`src/rtl/spi_tgt_pkg.sv`:
```
package spi_tgt_pkg;

  localparam int FRAME_BITS = 64;
  localparam int ADDR_W     = 15;
  localparam int DATA_W     = 32;
  localparam int GAP_BITS   = 8;
  localparam int PAD_BITS   = 5;
  localparam int CNT_W      = $clog2(FRAME_BITS + 1);

  // Bit counts (number of rising edges seen) at which frame events fall due
  localparam int POS_ADDR_DONE  = 1 + ADDR_W;                 // 16
  localparam int POS_WDATA_DONE = POS_ADDR_DONE + DATA_W;     // 48
  localparam int POS_RD_FIRST   = POS_ADDR_DONE + GAP_BITS;   // 24
  localparam int POS_RD_LAST    = POS_RD_FIRST + DATA_W - 1;  // 55
  localparam int POS_ACK        = POS_RD_LAST + 1 + PAD_BITS; // 61

  typedef enum logic [1:0] {
    STS_OK    = 2'b00,
    STS_RANGE = 2'b01,
    STS_LATE  = 2'b10
  } sts_e;

  function automatic logic addr_ok(input logic [ADDR_W-1:0] a,
                                   input logic [ADDR_W:0]   limit);
    return {1'b0, a} < limit;
  endfunction

  // Bit driven on MISO for the frame position whose index equals the
  // number of rising edges already seen.
  function automatic logic tx_bit(input logic [CNT_W-1:0]  pos,
                                  input logic [DATA_W-1:0] rd,
                                  input sts_e              s);
    logic [$clog2(DATA_W)-1:0] idx;
    int p;
    p   = int'(pos);
    idx = '0;
    if (p >= POS_RD_FIRST && p <= POS_RD_LAST) begin
      idx = ($clog2(DATA_W))'(POS_RD_LAST - p);
      return rd[idx];
    end
    if (p == POS_ACK)     return 1'b1;
    if (p == POS_ACK + 1) return s[1];
    if (p == POS_ACK + 2) return s[0];
    return 1'b0;
  endfunction

endpackage

```
`src/rtl/spi_tgt_sync.sv`:
```
module spi_tgt_sync #(
  parameter int   STAGES  = 2,
  parameter logic RST_VAL = 1'b0
) (
  input  logic clk,
  input  logic rst_n,
  input  logic d,
  output logic q
);

  logic [STAGES-1:0] ff;

  always_ff @(posedge clk or negedge rst_n) begin
    if (!rst_n) ff <= {STAGES{RST_VAL}};
    else        ff <= {ff[STAGES-2:0], d};
  end

  assign q = ff[STAGES-1];

endmodule

```
`src/rtl/spi_tgt_frame.sv`:
```
module spi_tgt_frame
  import spi_tgt_pkg::*;
#(
  parameter int ADDR_LIMIT = 256
) (
  input  logic              clk,
  input  logic              rst_n,
  input  logic              cs_act,
  input  logic              sclk_rise,
  input  logic              sclk_fall,
  input  logic              mosi_s,
  input  logic [DATA_W-1:0] reg_rdata,
  input  logic              reg_rvalid,
  output logic              reg_wr,
  output logic              reg_rd,
  output logic [ADDR_W-1:0] reg_addr,
  output logic [DATA_W-1:0] reg_wdata,
  output logic [CNT_W-1:0]  bit_cnt,
  output logic [DATA_W-1:0] rd_word,
  output sts_e              status
);

  localparam int              SH_W  = POS_WDATA_DONE;
  localparam logic [ADDR_W:0] LIMIT = (ADDR_W + 1)'(ADDR_LIMIT);

  logic [SH_W-1:0]   sh;
  logic              cap_q;
  logic              is_wr, in_rng, rd_wait, rd_got;
  logic [DATA_W-1:0] rd_q;

  // Named frame events
  logic addr_evt, wdata_evt, deadline, frame_full, op_rd_ok;
  assign addr_evt   = cap_q && (bit_cnt == CNT_W'(POS_ADDR_DONE));
  assign wdata_evt  = cap_q && (bit_cnt == CNT_W'(POS_WDATA_DONE));
  assign deadline   = sclk_fall && (bit_cnt == CNT_W'(POS_RD_FIRST));
  assign frame_full = (bit_cnt == CNT_W'(FRAME_BITS));
  assign op_rd_ok   = !sh[ADDR_W] && addr_ok(sh[ADDR_W-1:0], LIMIT);

  always_ff @(posedge clk or negedge rst_n) begin
    if (!rst_n) begin
      reg_wr <= 1'b0; reg_rd <= 1'b0; reg_addr <= '0; reg_wdata <= '0;
      bit_cnt <= '0; sh <= '0; cap_q <= 1'b0; is_wr <= 1'b0; in_rng <= 1'b0;
      rd_wait <= 1'b0; rd_got <= 1'b0; rd_q <= '0;
    end else begin
      reg_wr <= 1'b0;
      reg_rd <= 1'b0;
      cap_q  <= 1'b0;
      if (!cs_act) begin
        bit_cnt <= '0; sh <= '0; is_wr <= 1'b0; in_rng <= 1'b0;
        rd_wait <= 1'b0; rd_got <= 1'b0; rd_q <= '0;
      end else begin
        if (sclk_rise && !frame_full) begin
          sh      <= {sh[SH_W-2:0], mosi_s};
          bit_cnt <= bit_cnt + 1'b1;
          cap_q   <= 1'b1;
        end
        if (addr_evt) begin
          is_wr    <= sh[ADDR_W];
          reg_addr <= sh[ADDR_W-1:0];
          in_rng   <= addr_ok(sh[ADDR_W-1:0], LIMIT);
          reg_rd   <= op_rd_ok;
        end
        if (wdata_evt) begin
          reg_wdata <= sh[DATA_W-1:0];
          reg_wr    <= is_wr && in_rng;
        end
        if (addr_evt) begin
          rd_wait <= op_rd_ok;
        end else if (deadline) begin
          rd_wait <= 1'b0;
        end else if (rd_wait && reg_rvalid) begin
          rd_q    <= reg_rdata;
          rd_got  <= 1'b1;
          rd_wait <= 1'b0;
        end
      end
    end
  end

  always_comb begin
    if (!in_rng)                status = STS_RANGE;
    else if (!is_wr && !rd_got) status = STS_LATE;
    else                        status = STS_OK;
  end

  assign rd_word = rd_q;

  a_r3_wr_single: assert property (@(posedge clk) disable iff (!rst_n)
    reg_wr |=> !reg_wr);
  a_r4_rd_single: assert property (@(posedge clk) disable iff (!rst_n)
    reg_rd |=> !reg_rd);
  a_r6_access_in_range: assert property (@(posedge clk) disable iff (!rst_n)
    (reg_wr || reg_rd) |-> ({1'b0, reg_addr} < LIMIT));
  a_r8_cnt_bound: assert property (@(posedge clk) disable iff (!rst_n)
    bit_cnt <= CNT_W'(FRAME_BITS));
  a_r8_idle_clear: assert property (@(posedge clk) disable iff (!rst_n)
    !cs_act |=> (bit_cnt == '0));
  a_r7_no_late_capture: assert property (@(posedge clk) disable iff (!rst_n)
    $rose(rd_got) |-> (bit_cnt <= CNT_W'(POS_RD_FIRST)));

endmodule

```
`src/rtl/spi_tgt_txpath.sv`:
```
module spi_tgt_txpath
  import spi_tgt_pkg::*;
(
  input  logic              clk,
  input  logic              rst_n,
  input  logic              cs_act,
  input  logic              sclk_fall,
  input  logic [CNT_W-1:0]  bit_cnt,
  input  logic [DATA_W-1:0] rd_word,
  input  sts_e              status,
  output logic              miso
);

  always_ff @(posedge clk or negedge rst_n) begin
    if (!rst_n)         miso <= 1'b0;
    else if (!cs_act)   miso <= 1'b0;
    else if (sclk_fall) miso <= tx_bit(bit_cnt, rd_word, status);
  end

  a_r9_quiet_unselected: assert property (@(posedge clk) disable iff (!rst_n)
    !cs_act |=> !miso);
  a_r1_change_on_fall: assert property (@(posedge clk) disable iff (!rst_n)
    (cs_act && !sclk_fall) |=> $stable(miso));

endmodule

```
`src/rtl/spi_regbus_target.sv`:
```
module spi_regbus_target
  import spi_tgt_pkg::*;
#(
  parameter int SYNC_STAGES = 2,
  parameter int ADDR_LIMIT  = 256
) (
  input  logic        clk,
  input  logic        rst_n,
  input  logic        spi_sclk,
  input  logic        spi_csn,
  input  logic        spi_mosi,
  output logic        spi_miso,
  output logic        reg_wr,
  output logic        reg_rd,
  output logic [14:0] reg_addr,
  output logic [31:0] reg_wdata,
  input  logic [31:0] reg_rdata,
  input  logic        reg_rvalid
);

  localparam int NSIG = 3; // 0: select, 1: serial clock, 2: serial data

  logic [NSIG-1:0] raw, synced;
  assign raw = {spi_mosi, spi_sclk, spi_csn};

  for (genvar g = 0; g < NSIG; g++) begin : g_sync
    spi_tgt_sync #(
      .STAGES  (SYNC_STAGES),
      .RST_VAL (g == 0)
    ) u_sync (
      .clk   (clk),
      .rst_n (rst_n),
      .d     (raw[g]),
      .q     (synced[g])
    );
  end

  logic cs_act, sclk_s, mosi_s, sclk_d, sclk_rise, sclk_fall;
  assign cs_act = !synced[0];
  assign sclk_s = synced[1];
  assign mosi_s = synced[2];

  always_ff @(posedge clk or negedge rst_n) begin
    if (!rst_n) sclk_d <= 1'b0;
    else        sclk_d <= sclk_s;
  end

  assign sclk_rise = cs_act && sclk_s && !sclk_d;
  assign sclk_fall = cs_act && !sclk_s && sclk_d;

  logic [CNT_W-1:0]  bit_cnt;
  logic [DATA_W-1:0] rd_word;
  sts_e              status;

  spi_tgt_frame #(
    .ADDR_LIMIT (ADDR_LIMIT)
  ) u_frame (
    .clk        (clk),
    .rst_n      (rst_n),
    .cs_act     (cs_act),
    .sclk_rise  (sclk_rise),
    .sclk_fall  (sclk_fall),
    .mosi_s     (mosi_s),
    .reg_rdata  (reg_rdata),
    .reg_rvalid (reg_rvalid),
    .reg_wr     (reg_wr),
    .reg_rd     (reg_rd),
    .reg_addr   (reg_addr),
    .reg_wdata  (reg_wdata),
    .bit_cnt    (bit_cnt),
    .rd_word    (rd_word),
    .status     (status)
  );

  spi_tgt_txpath u_tx (
    .clk       (clk),
    .rst_n     (rst_n),
    .cs_act    (cs_act),
    .sclk_fall (sclk_fall),
    .bit_cnt   (bit_cnt),
    .rd_word   (rd_word),
    .status    (status),
    .miso      (spi_miso)
  );

  a_r1_edge_excl: assert property (@(posedge clk) disable iff (!rst_n)
    $onehot0({sclk_rise, sclk_fall}));
  a_r2_strobe_excl: assert property (@(posedge clk) disable iff (!rst_n)
    $onehot0({reg_wr, reg_rd}));

endmodule

```
`config.mk`:
```
export PLATFORM = sky130hd
export DESIGN_NAME = spi_regbus_target
export DESIGN_NICKNAME = d
export VERILOG_FILES = /design/src/rtl/spi_tgt_pkg.sv /design/src/rtl/spi_tgt_sync.sv /design/src/rtl/spi_tgt_frame.sv /design/src/rtl/spi_tgt_txpath.sv /design/src/rtl/spi_regbus_target.sv
export SDC_FILE = /design/constraint.sdc
export NUM_CORES = 1
export LEC_CHECK = 0
export BUFFER_PORTS_ARGS = -buffer_cell sky130_fd_sc_hd__buf_2
export CAP_MARGIN = 15
export CORE_MARGIN = 5
export CORE_UTILIZATION = 56
export CTS_BUF_LIST = sky130_fd_sc_hd__clkbuf_16
export DETAILED_ROUTE_END_ITERATION = 10
export GPL_TIMING_DRIVEN = 0
export PLACE_DENSITY = 0.86
export SLEW_MARGIN = 20
export SYNTH_ARGS = -nofsm -noshare
export SYNTH_HDL_FRONTEND = slang
export SYNTH_SLANG_ARGS = --single-unit
```
`constraint.sdc`:
```
create_clock -name clk -period 3.4 [get_ports clk]
set_input_delay 0.51 -clock clk [delete_from_list [all_inputs] [get_ports clk]]
set_output_delay 0.51 -clock clk [all_outputs]
set_load 0.005 [all_outputs]
```
==> results by group <==
Run status
  – Result of the run: complete, no violations

Cells and area
  – Net count reported at finish: around 580
  – Total inserted antenna cells: 0
  – Post-route cell area: between 0.006 and 0.007 sq mm
  – Fraction of layout instances using a drive strength above 1: a little over a third
  – Filler Cells Inserted: 670
  – Area growth from synthesis to layout: 22.8%

STA
  – RSZ-0062 raised after global routing: false
  – Post-route setup TNS: 0 ns
  – Slew Viols, Final: 0
  – Number of failing hold endpoints at the final stage: 0
  – Peak Freq: approximately 330 MHz
  – Min Clock Period, post-route: 3.03 ns
  – Final number of setup-violating endpoints: 0
  – Slew @ Worst Pin: between 0.6 and 0.7 ns
  – Tcrit/Tclk final: around nine tenths
  – Relative max-transition margin: a little over half
  – Clock tree skew after final layout: 0.00738 ns

Drt
  – Via-to-Cell Ratio: 5.66
  – Aggregate routed wire length: 12400 um
  – Vias post-DR: 3848
  – Iteration-0 DRC count of the detailed router: 212
  – Final ANT Viol Nets: 0
  – Detailed-route DRC error count: 0
  – DRT Pass-1 Iters: 5
  – Wire length per cell: around 18 um

Yosys
  – Number of synthesis warnings: 0
  – Share of flip-flops with an asynchronous set or reset after synthesis: 100%
  – Post-synthesis sequential element count: 133
  – Number of cells produced by synthesis: between 400 and 500
  – Cell Area, Synth: approximately 0.0055 sq mm
  – Most used DFF post-synth: dfrtp_1
  – Unique masters post-synth: 50
  – Average footprint of a synthesized cell: between 10 and 15 sq um
  – Share of synthesized area occupied by flip-flops and latches: approximately three fifths
  – Total nets after synthesis: 472
  – EDFF count, synth: 0

Critical path
  – Worst EP arrival: roughly 3.4 ns
  – Cell with the largest stage delay on the worst path: clkbuf_1
  – CP required: 3.73 ns
  – Maximum fanout encountered on the critical timing path: 10
  – Endpoint class of the critical path: register
  – Classification of the worst setup path: reg2reg
  – Cell-by-cell trace of the critical path: clkbuf_1, inv_1, ha_1, nor3b_2, a311o_1, clkbuf_1, inv_1, buf_2, buf_2, nand2_1, a21oi_1
  – Setup crit start kind: register
  – Peak per-stage delay on the critical path: between 0.4 and 0.5 ns

Clock tree
  – # Post-CTS Setup Buffers: 0
  – Number of buffers on the longest clock path: 2
  – Number of sinks handled by clock tree synthesis: about 130
  – Clock tree root driver cell: clkbuf_16
  – CTS clock-pin slew for the worst setup and hold paths: 0.06 ns
  – Total of hold buffers inserted after clock tree synthesis: 0
  – Total of cells resized after clock tree synthesis: 0
  – CTS buffer count: 17
  – H-tree levels: 4
  – TritonCTS clock tree: done
  – Worst skew pair latency: roughly 0.42 ns

Floorplanning
  – Die footprint: 0.0118 sq mm
  – Ports placed on the boundary: approximately 90
  – Floorplan die height: approximately 110 um
  – Number of core rows: 36
  – Core area: 0.00964 sq mm
  – Width of the die: approximately 110 um
  – Initial standard-cell utilization of the core: between 50% and 60%

Power
  – PD cells: between 500 and 600 mW/mm^2
  – Peak ir drop on the vdd network: between 0.3 and 0.4 mV
  – P_leak: 3.35 nW

Global route
  – Initial antenna violation count: 0
  – Overall Global Routing Usage: between 20% and 30%
  – Largest net degree at the start of global routing: 88
  – Wire length of the first global-routing pass: around 21000 um
  – Number of global-route vias before repair: 4092
  – Overall overflow remaining after global route: 0

Placement
  – Placed wire-length estimate: about 8000 um
  – Area after detailed placement: 0.00609 sq mm
  – Final GP Congestion: between 0.8 and 0.9
  – Number of port buffers: a little under 90

Hold path
  – Min-delay worst type: in2async

Run
  – Total of max-cap violations: 0
## logic make-up after synthesis
| kind of cell | count (synthesis) | synth area share [%] |
|---|---|---|
| buf+inv | 32 | 2.96 |
| xor+xnor | 4 | 0.642 |
| compound gates | 80 | 10.4 |
| fa+ha+maj | 6 | 1.38 |
| mux | 56 | 13.2 |
| flops | 133 | 61.1 |
| simple gates | 117 | 10.4 |
## report_power, final
group / internal (mW) / switching [mW] / total, mW
Sequential: 1.60 / 0.0118 / 1.61
Combinational: 0.0483 / 0.0887 / 0.137
Clock: 1.22 / 0.683 / 1.90
Total: 2.87 / 0.783 / 3.65
## critical path, delay by kind of cell, from the launching register on
family,cells,cell delay [ns]
AO/OA/AOI/OAI,2,0.47
adder cells (fa/ha/maj),1,0.24
buffers and inverters,6,1.57
flip-flops,1,0.38
AND/OR/NAND/NOR,2,0.26
## synthesized netlist by cell type (3+ instances only)
cell type | instances | share of area [%]
nor2_1 | 11 | 0.76
inv_1 | 4 | 0.28
mux4_2 | 8 | 3.3
buf_6 | 3 | 0.62
nand2_1 | 74 | 5.1
xor2_1 | 3 | 0.48
mux2_1 | 4 | 0.83
nand4_1 | 3 | 0.34
buf_2 | 12 | 1.1
mux2_2 | 43 | 8.9
dfrtp_1 | 131 | 60
nor2b_1 | 3 | 0.34
ha_1 | 6 | 1.4
clkbuf_1 | 11 | 0.76
a21oi_1 | 33 | 3.0
a22o_1 | 32 | 5.1
nor3_1 | 4 | 0.37
and3_1 | 3 | 0.34
## per-layer routing
layer  global-route usage, %  part of all wire (%)
met1                    30.6                    42
met2                    36.7                    50
met3                    5.74                   5.2
met4                    10.2                   2.9
met5                       0                     0
## area by class of cell
class	instances	area [sq um]	share of cell area, %
buffer	28	146	2.19
clock buffer	17	425	6.35
clock inverter	14	184	2.75
inverter	4	15.0	0.224
multi-input combinational	263	1960	29.3
sequential	133	3330	49.7
tap	133	166	2.48
timing repair buffer	88	469	7.00
## placed cells by master (no fill, tap or decap), types with 3 or more instances in the layout
cell type	count
a21oi_1	33
a22o_1	32
and3_1	3
buf_2	98
buf_6	4
bufinv_16	4
clkbuf_1	11
clkbuf_16	17
clkinv_1	3
clkinvlp_4	4
dfrtp_1	131
ha_1	6
inv_1	4
mux2_1	4
mux2_2	43
mux4_2	8
nand2_1	74
nand4_1	3
nor2_1	11
nor2b_1	3
nor3_1	4
xor2_1	3
## metrics by stage
step                util [%]  setup slack (ns)  power [mW]  hold slack (ns)  instances
finish                  69.5             0.365        3.65           0.0174        680
floorplan                  -             0.957        1.70            0.214        428
detailed placement      63.2             0.429        1.78            0.345        649
CTS                     69.5             0.367        3.66           0.0279        680
global route            69.5             0.158        3.76           0.0523        680
global placement        62.8             0.266        1.77            0.337        648
## final timing paths
path	startpoint	end	slack (ns)	cells past startpoint
max in group asynchronous	rst_n	u_frame.sh[30]$_DFFE_PN0P_	2.63	2
min in group clk	spi_csn	g_sync[0].u_sync.ff[0]$_DFF_PN1_	0.19	1
hold / removal	rst_n	u_frame.rd_word[13]$_DFFE_PN0P_	0.02	1
setup / recovery	u_frame.bit_cnt[1]$_DFFE_PN0P_	u_frame.sh[24]$_DFFE_PN0P_	0.37	11
setup reg to reg	u_frame.bit_cnt[1]$_DFFE_PN0P_	u_frame.sh[24]$_DFFE_PN0P_	0.37	11
hold reg to reg	g_sync[0].u_sync.ff[0]$_DFF_PN1_	g_sync[0].u_sync.ff[1]$_DFF_PN1_	0.36	0
## sequential cells by signal, indices dropped and copies added, names as in the netlist
| signal | flops |
|---|---|
| u_frame.reg_wr | 1 |
| u_frame.reg_addr | 15 |
| u_frame.is_wr | 1 |
| u_frame.rd_wait | 1 |
| u_frame.rd_word | 32 |
| g_sync.u_sync.ff | 6 |
| u_frame.bit_cnt | 7 |
| u_frame.sh | 32 |
| u_frame.reg_wdata | 32 |
| u_frame.cap_q | 1 |
| u_frame.in_rng | 1 |
| sclk_d | 1 |
| u_frame.reg_rd | 1 |
| u_tx.miso | 1 |
| u_frame.rd_got | 1 |
Note: power is estimated with default switching activity, not from simulation.
